### config.mk
export PLATFORM = sky130hd
export DESIGN_NAME = uart_baud_gen
export DESIGN_NICKNAME = d
export VERILOG_FILES = /design/src/rtl/baud_pkg.sv /design/src/rtl/baud_div_regs.sv /design/src/rtl/baud_div_counter.sv /design/src/rtl/uart_baud_gen.sv
export SDC_FILE = /design/constraint.sdc
export NUM_CORES = 1
export LEC_CHECK = 0
export ABC_AREA = 1
export BUFFER_PORTS_ARGS = -buffer_cell sky130_fd_sc_hd__buf_2
export CAP_MARGIN = 20
export CORE_UTILIZATION = 25
export CTS_CLUSTER_DIAMETER = 200
export DETAILED_ROUTE_END_ITERATION = 6
export PLACE_DENSITY_LB_ADDON = 0.1
export SLEW_MARGIN = 20
export SYNTH_ARGS = -nofsm -noshare
export SYNTH_HDL_FRONTEND = slang
export SYNTH_SLANG_ARGS = --single-unit
### constraint.sdc
create_clock -name clk -period 1.9 [get_ports clk]
set_input_delay 0.19 -clock clk [delete_from_list [all_inputs] [get_ports clk]]
set_output_delay 0.19 -clock clk [all_outputs]
set_load 0.005 [all_outputs]
### src/rtl/baud_pkg.sv
package baud_pkg;
  localparam int unsigned DIV_W  = 16;
  localparam int unsigned BYTE_W = 8;
  localparam int unsigned NBYTES = DIV_W / BYTE_W;
  localparam int unsigned SEL_W  = (NBYTES > 1) ? $clog2(NBYTES) : 1;

  typedef logic [DIV_W-1:0]  div_t;
  typedef logic [BYTE_W-1:0] byte_t;
  typedef logic [SEL_W-1:0]  sel_t;
endpackage

### src/rtl/baud_div_regs.sv
module baud_div_regs
  import baud_pkg::*;
(
  input  logic  clk,
  input  logic  rst_n,
  input  logic  wr_ok,
  input  logic  wr_all,
  input  sel_t  wr_sel,
  input  div_t  wr_data,
  input  sel_t  rd_sel,
  output byte_t rd_data,
  output div_t  div_q,
  output div_t  div_nxt,
  output logic  load
);
  div_t lat_q;

  // Next divisor: each byte lane takes new data when addressed.
  for (genvar b = 0; b < NBYTES; b++) begin : g_lane
    logic hit;
    assign hit = wr_ok && (wr_all || (wr_sel == sel_t'(b)));
    assign div_nxt[b*BYTE_W +: BYTE_W] =
      !hit   ? lat_q[b*BYTE_W +: BYTE_W] :
      wr_all ? wr_data[b*BYTE_W +: BYTE_W] :
               wr_data[BYTE_W-1:0];
  end

  always_ff @(posedge clk) begin
    if (!rst_n)     lat_q <= '0;
    else if (wr_ok) lat_q <= div_nxt;
  end

  assign load    = wr_ok;
  assign div_q   = lat_q;
  assign rd_data = lat_q[rd_sel*BYTE_W +: BYTE_W];

  // divisor only moves on an accepted write
  a_r9_hold_when_blocked: assert property (@(posedge clk) disable iff (!rst_n)
    !wr_ok |=> $stable(lat_q));
  // a byte write leaves the other byte lane untouched
  a_r5_other_byte_kept: assert property (@(posedge clk) disable iff (!rst_n)
    (wr_ok && !wr_all && wr_sel == sel_t'(0)) |=>
      (lat_q[DIV_W-1:BYTE_W] == $past(lat_q[DIV_W-1:BYTE_W])));
endmodule

### src/rtl/baud_div_counter.sv
module baud_div_counter
  import baud_pkg::*;
(
  input  logic clk,
  input  logic rst_n,
  input  logic load,
  input  div_t load_val,
  input  div_t div,
  output logic tick
);
  div_t cnt_q;
  logic tick_q;
  logic run;

  assign run = (div != '0);

  always_ff @(posedge clk) begin
    if (!rst_n) begin
      cnt_q  <= '0;
      tick_q <= 1'b0;
    end else if (load) begin
      cnt_q  <= load_val;
      tick_q <= 1'b0;
    end else if (!run) begin
      cnt_q  <= '0;
      tick_q <= 1'b0;
    end else if (cnt_q <= div_t'(1)) begin
      cnt_q  <= div;
      tick_q <= (cnt_q == div_t'(1));
    end else begin
      cnt_q  <= cnt_q - div_t'(1);
      tick_q <= 1'b0;
    end
  end

  assign tick = tick_q;

  // no tick in the cycle after a reload
  a_r7_quiet_after_load: assert property (@(posedge clk) disable iff (!rst_n)
    load |=> !tick_q);
  // a zero divisor never produces a tick
  a_r8_zero_silent: assert property (@(posedge clk) disable iff (!rst_n)
    (div == '0) |-> !tick_q);
  // ticks are single-cycle for divisors above one
  a_r2_single_pulse: assert property (@(posedge clk) disable iff (!rst_n)
    (tick_q && div > div_t'(1) && !load) |=> !tick_q);
  // divisor one fires every clock once running
  a_r3_every_clock: assert property (@(posedge clk) disable iff (!rst_n)
    (div == div_t'(1) && cnt_q == div_t'(1) && !load) |=> tick_q);
  // the count never exceeds the divisor
  a_r2_cnt_bound: assert property (@(posedge clk) disable iff (!rst_n)
    1'b1 |=> (cnt_q <= div));
endmodule

### src/rtl/uart_baud_gen.sv
module uart_baud_gen
  import baud_pkg::*;
(
  input  logic        clk,
  input  logic        rst_n,
  input  logic        div_access,
  input  logic        wr_en,
  input  logic        wr_wide,
  input  logic        wr_sel,
  input  logic [15:0] wr_data,
  input  logic        rd_sel,
  output logic [7:0]  rd_data,
  output logic        tick_16x
);
  div_t div_q, div_nxt;
  logic load;
  logic wr_ok;

  assign wr_ok = wr_en && div_access;

  baud_div_regs u_regs (
    .clk     (clk),
    .rst_n   (rst_n),
    .wr_ok   (wr_ok),
    .wr_all  (wr_wide),
    .wr_sel  (sel_t'(wr_sel)),
    .wr_data (wr_data),
    .rd_sel  (sel_t'(rd_sel)),
    .rd_data (rd_data),
    .div_q   (div_q),
    .div_nxt (div_nxt),
    .load    (load)
  );

  baud_div_counter u_cnt (
    .clk      (clk),
    .rst_n    (rst_n),
    .load     (load),
    .load_val (div_nxt),
    .div      (div_q),
    .tick     (tick_16x)
  );

  // word write lands both bytes on the same edge
  a_r4_word_write: assert property (@(posedge clk) disable iff (!rst_n)
    (wr_ok && wr_wide) |=> (div_q == $past(wr_data)));
  // readback stays zero until something is written
  a_r1_reset_zero: assert property (@(posedge clk)
    !rst_n |=> (div_q == '0 && !tick_16x));
endmodule

==> results_dict.tcl <==
set metrics [dict create \
    status "completed" \
    cp_num_buf_inv 2 \
    netlist_instances 356 \
    netlist_area_um2 2120 \
    ctsHoldBuffers 0 \
    vias_per_cell 4.37 \
    clock-sinks 33 \
    max_slew_margin 0.638 \
    setup_viol 0 \
    detailed_place_hpwl_mm 5.16 \
    worstSetupStartpoint "u_cnt.cnt_q[0]" \
    yosysWarnings 0 \
    slew_violations 0 \
    cts_tree "done" \
    antenna_cells 0 \
    ios 32 \
    final_core_util 0.301 \
    area_growth_pct 16.4 \
    numCtsBuffers 5 \
    num-fill-cells 967 \
    syn_nets 381 \
    hp-start "wr_data[7]" \
    ys_ff_latch 33 \
    rsz0062_at_grt "false" \
    ant_nets 0 \
    drv_cap 0 \
    clkTransAtPathRegs_ns 0.06 \
    crit_required_ns 2.08 \
    grt_pass1_wl_mm 10.3 \
    min_period_ns 1.67 \
    cpMaxStageDelayCell "dfxtp_1" \
    endpoint_kind "flip-flop" \
    wl_per_cell_um 12.8 \
    ir_drop_mv 0.487 \
    multiInputGateArea_um2 1210 \
    yosysSeqAreaShare 0.311 \
    post-synth-top-area-fraction 0.311 \
    fin_skew_ns 0.00500 \
    coreArea_um2 8220 \
    async_reset_ff_frac 0 \
    finalSetupTns_ns 0 \
    seqCellArea_um2 661 \
    initial_core_util 0.259 \
    cts_resized 0 \
    start_kind "flip-flop" \
    avgSynthCellArea_um2 5.97 \
    nets 413 \
    grt_pass1_vias 2005 \
    worst-path-max-fanout 10 \
    htreeDepth 2 \
    fmax_mhz 600 \
    worst_slew_pin_slew_ns 0.543 \
    p_per_area_nw_per_um2 1520 \
    die_h_um 94.2 \
    cp_common_cell "nand3_1" \
    die_area_um2 8870 \
    synth_edf_count 0 \
    antenna_found_initial 0 \
    clk-insertion-delay-late_ns 0.28 \
    ys.flop_type "dfxtp_1" \
    rows 33 \
    wirelength_mm 6.31 \
    yosys.area.top_type "dfxtp_1" \
    r2r-start "u_cnt.cnt_q[0]" \
    synthTopCellsByArea "dfxtp_1, nand2_1, nor2_1, nand3_1, inv_1" \
    finalPower_uw 3770 \
    path_cells "inv_1 -> ha_1 -> nand2_2 -> a21oi_4 -> buf_4 -> nand3_1 -> nand3_1 -> nand2_1" \
    synth_cell_type_count 29 \
    drive_above_1_share 0.149 \
    die_x_um 94.2 \
    postCtsSetupRepairBufs 0 \
    cp_top_family "simple AND/OR/NAND/NOR gates" \
    clock_path_buffers 2 \
    overflow 0 \
    crit_path_max_incr_delay_ns 0.34 \
    cts-root-buf "clkbuf_8" \
    drtPass1Iterations 5 \
    p_leak_uw 0.00123 \
    final-hold-violation-count 0 \
    globalplace.congestion 0.783 \
    synth_most_common_cell "nand2_1" \
    vias 2154 \
    grt_usage 0.154 \
    synth_common_cells "nand2_1, nor2_1, inv_1" \
    worstPathArrival_ns 1.85 \
    finalCritPeriodShare 0.878 \
    path_class "flip-flop to flip-flop" \
    drc 0 \
    hp-class "input pin to flip-flop" \
    first_iter_violations 102 \
    io_buffers 31 \
    grt_start_max_net_pins 21 \
]
power by group:
| part | leakage, µW | switching (µW) | internal [µW] |
|---|---|---|---|
| Clock | 0.0000443 | 247 | 287 |
| Sequential | 0.000272 | 172 | 859 |
| Combinational | 0.000919 | 1440 | 758 |
| Total | 0.00123 | 1860 | 1900 |
cells in the final DEF (no fill, tap or decap), types with 8 or more instances in the layout:
cell type,Yosys,layout
a21oi_1,9,9
buf_2,2,31
dfxtp_1,33,33
inv_1,43,43
nand2_1,108,108
nand3_1,36,36
nor2_1,52,52
o21ai_0,22,22
o21ai_1,8,8
cell families (layout without fill, tap and decap cells):
group,Yosys count,in the layout,synth area share
AOI/OAI and AO/OA,47,47,0.131
xor gates and xnor gates,3,3,0.0124
buffers and inverters,61,93,0.120
DFF,33,33,0.311
and+or+nand+nor,210,210,0.414
adders and majority gates,2,2,0.0118
tightest hold or removal path, cell delays in order:
cell	delay [ns]
buf_2	0.11
o21ai_1	0.13
a21oi_1	0.07
final timing paths:
path | endpoint | slack, ns | cells after the start
worst max register to register | u_cnt.cnt_q[1] | 0.23 | 8
worst max-delay path | u_cnt.cnt_q[1] | 0.23 | 8
worst min register to register | u_regs.div_q[6] | 0.55 | 2
worst min-delay path | u_regs.div_q[7] | 0.27 | 3
sequential cells by signal (all words and copies together), names as in the netlist:
name          count
u_cnt.cnt_q      16
u_regs.div_q     16
u_cnt.tick        1
per-layer routing:
metal	routed length (µm)	vias to the layer above	GRT usage	share of wire
met5	0	-	0	0
met4	80	0	0.0423	0.013
met3	202	6	0.0227	0.032
met2	2840	42	0.251	0.45
met1	3190	935	0.210	0.51
li1	-	1171	-	-
layout make-up:
| cell class | count | share of cell area |
|---|---|---|
| Tap cell | 105 | 0.0531 |
| Sequential cell | 33 | 0.267 |
| Timing Repair Buffer | 37 | 0.0810 |
| Clock buffer | 7 | 0.0349 |
| Multi-Input combinational cell | 262 | 0.489 |
| Inverter | 49 | 0.0744 |
per-stage QoR:
step	instances	hold slack [ns]	cell area (µm²)	setup slack (ns)
3_3_place_gp	486	0.537	2390	0.301
6_report	493	0.272	2470	0.232
4_1_cts	493	0.268	2470	0.237
2_1_floorplan	356	0.401	2120	0.437
3_5_place_dp	486	0.529	2390	0.249
5_1_grt	493	0.310	2470	0.0915
Power figures use the tool's default switching activity.
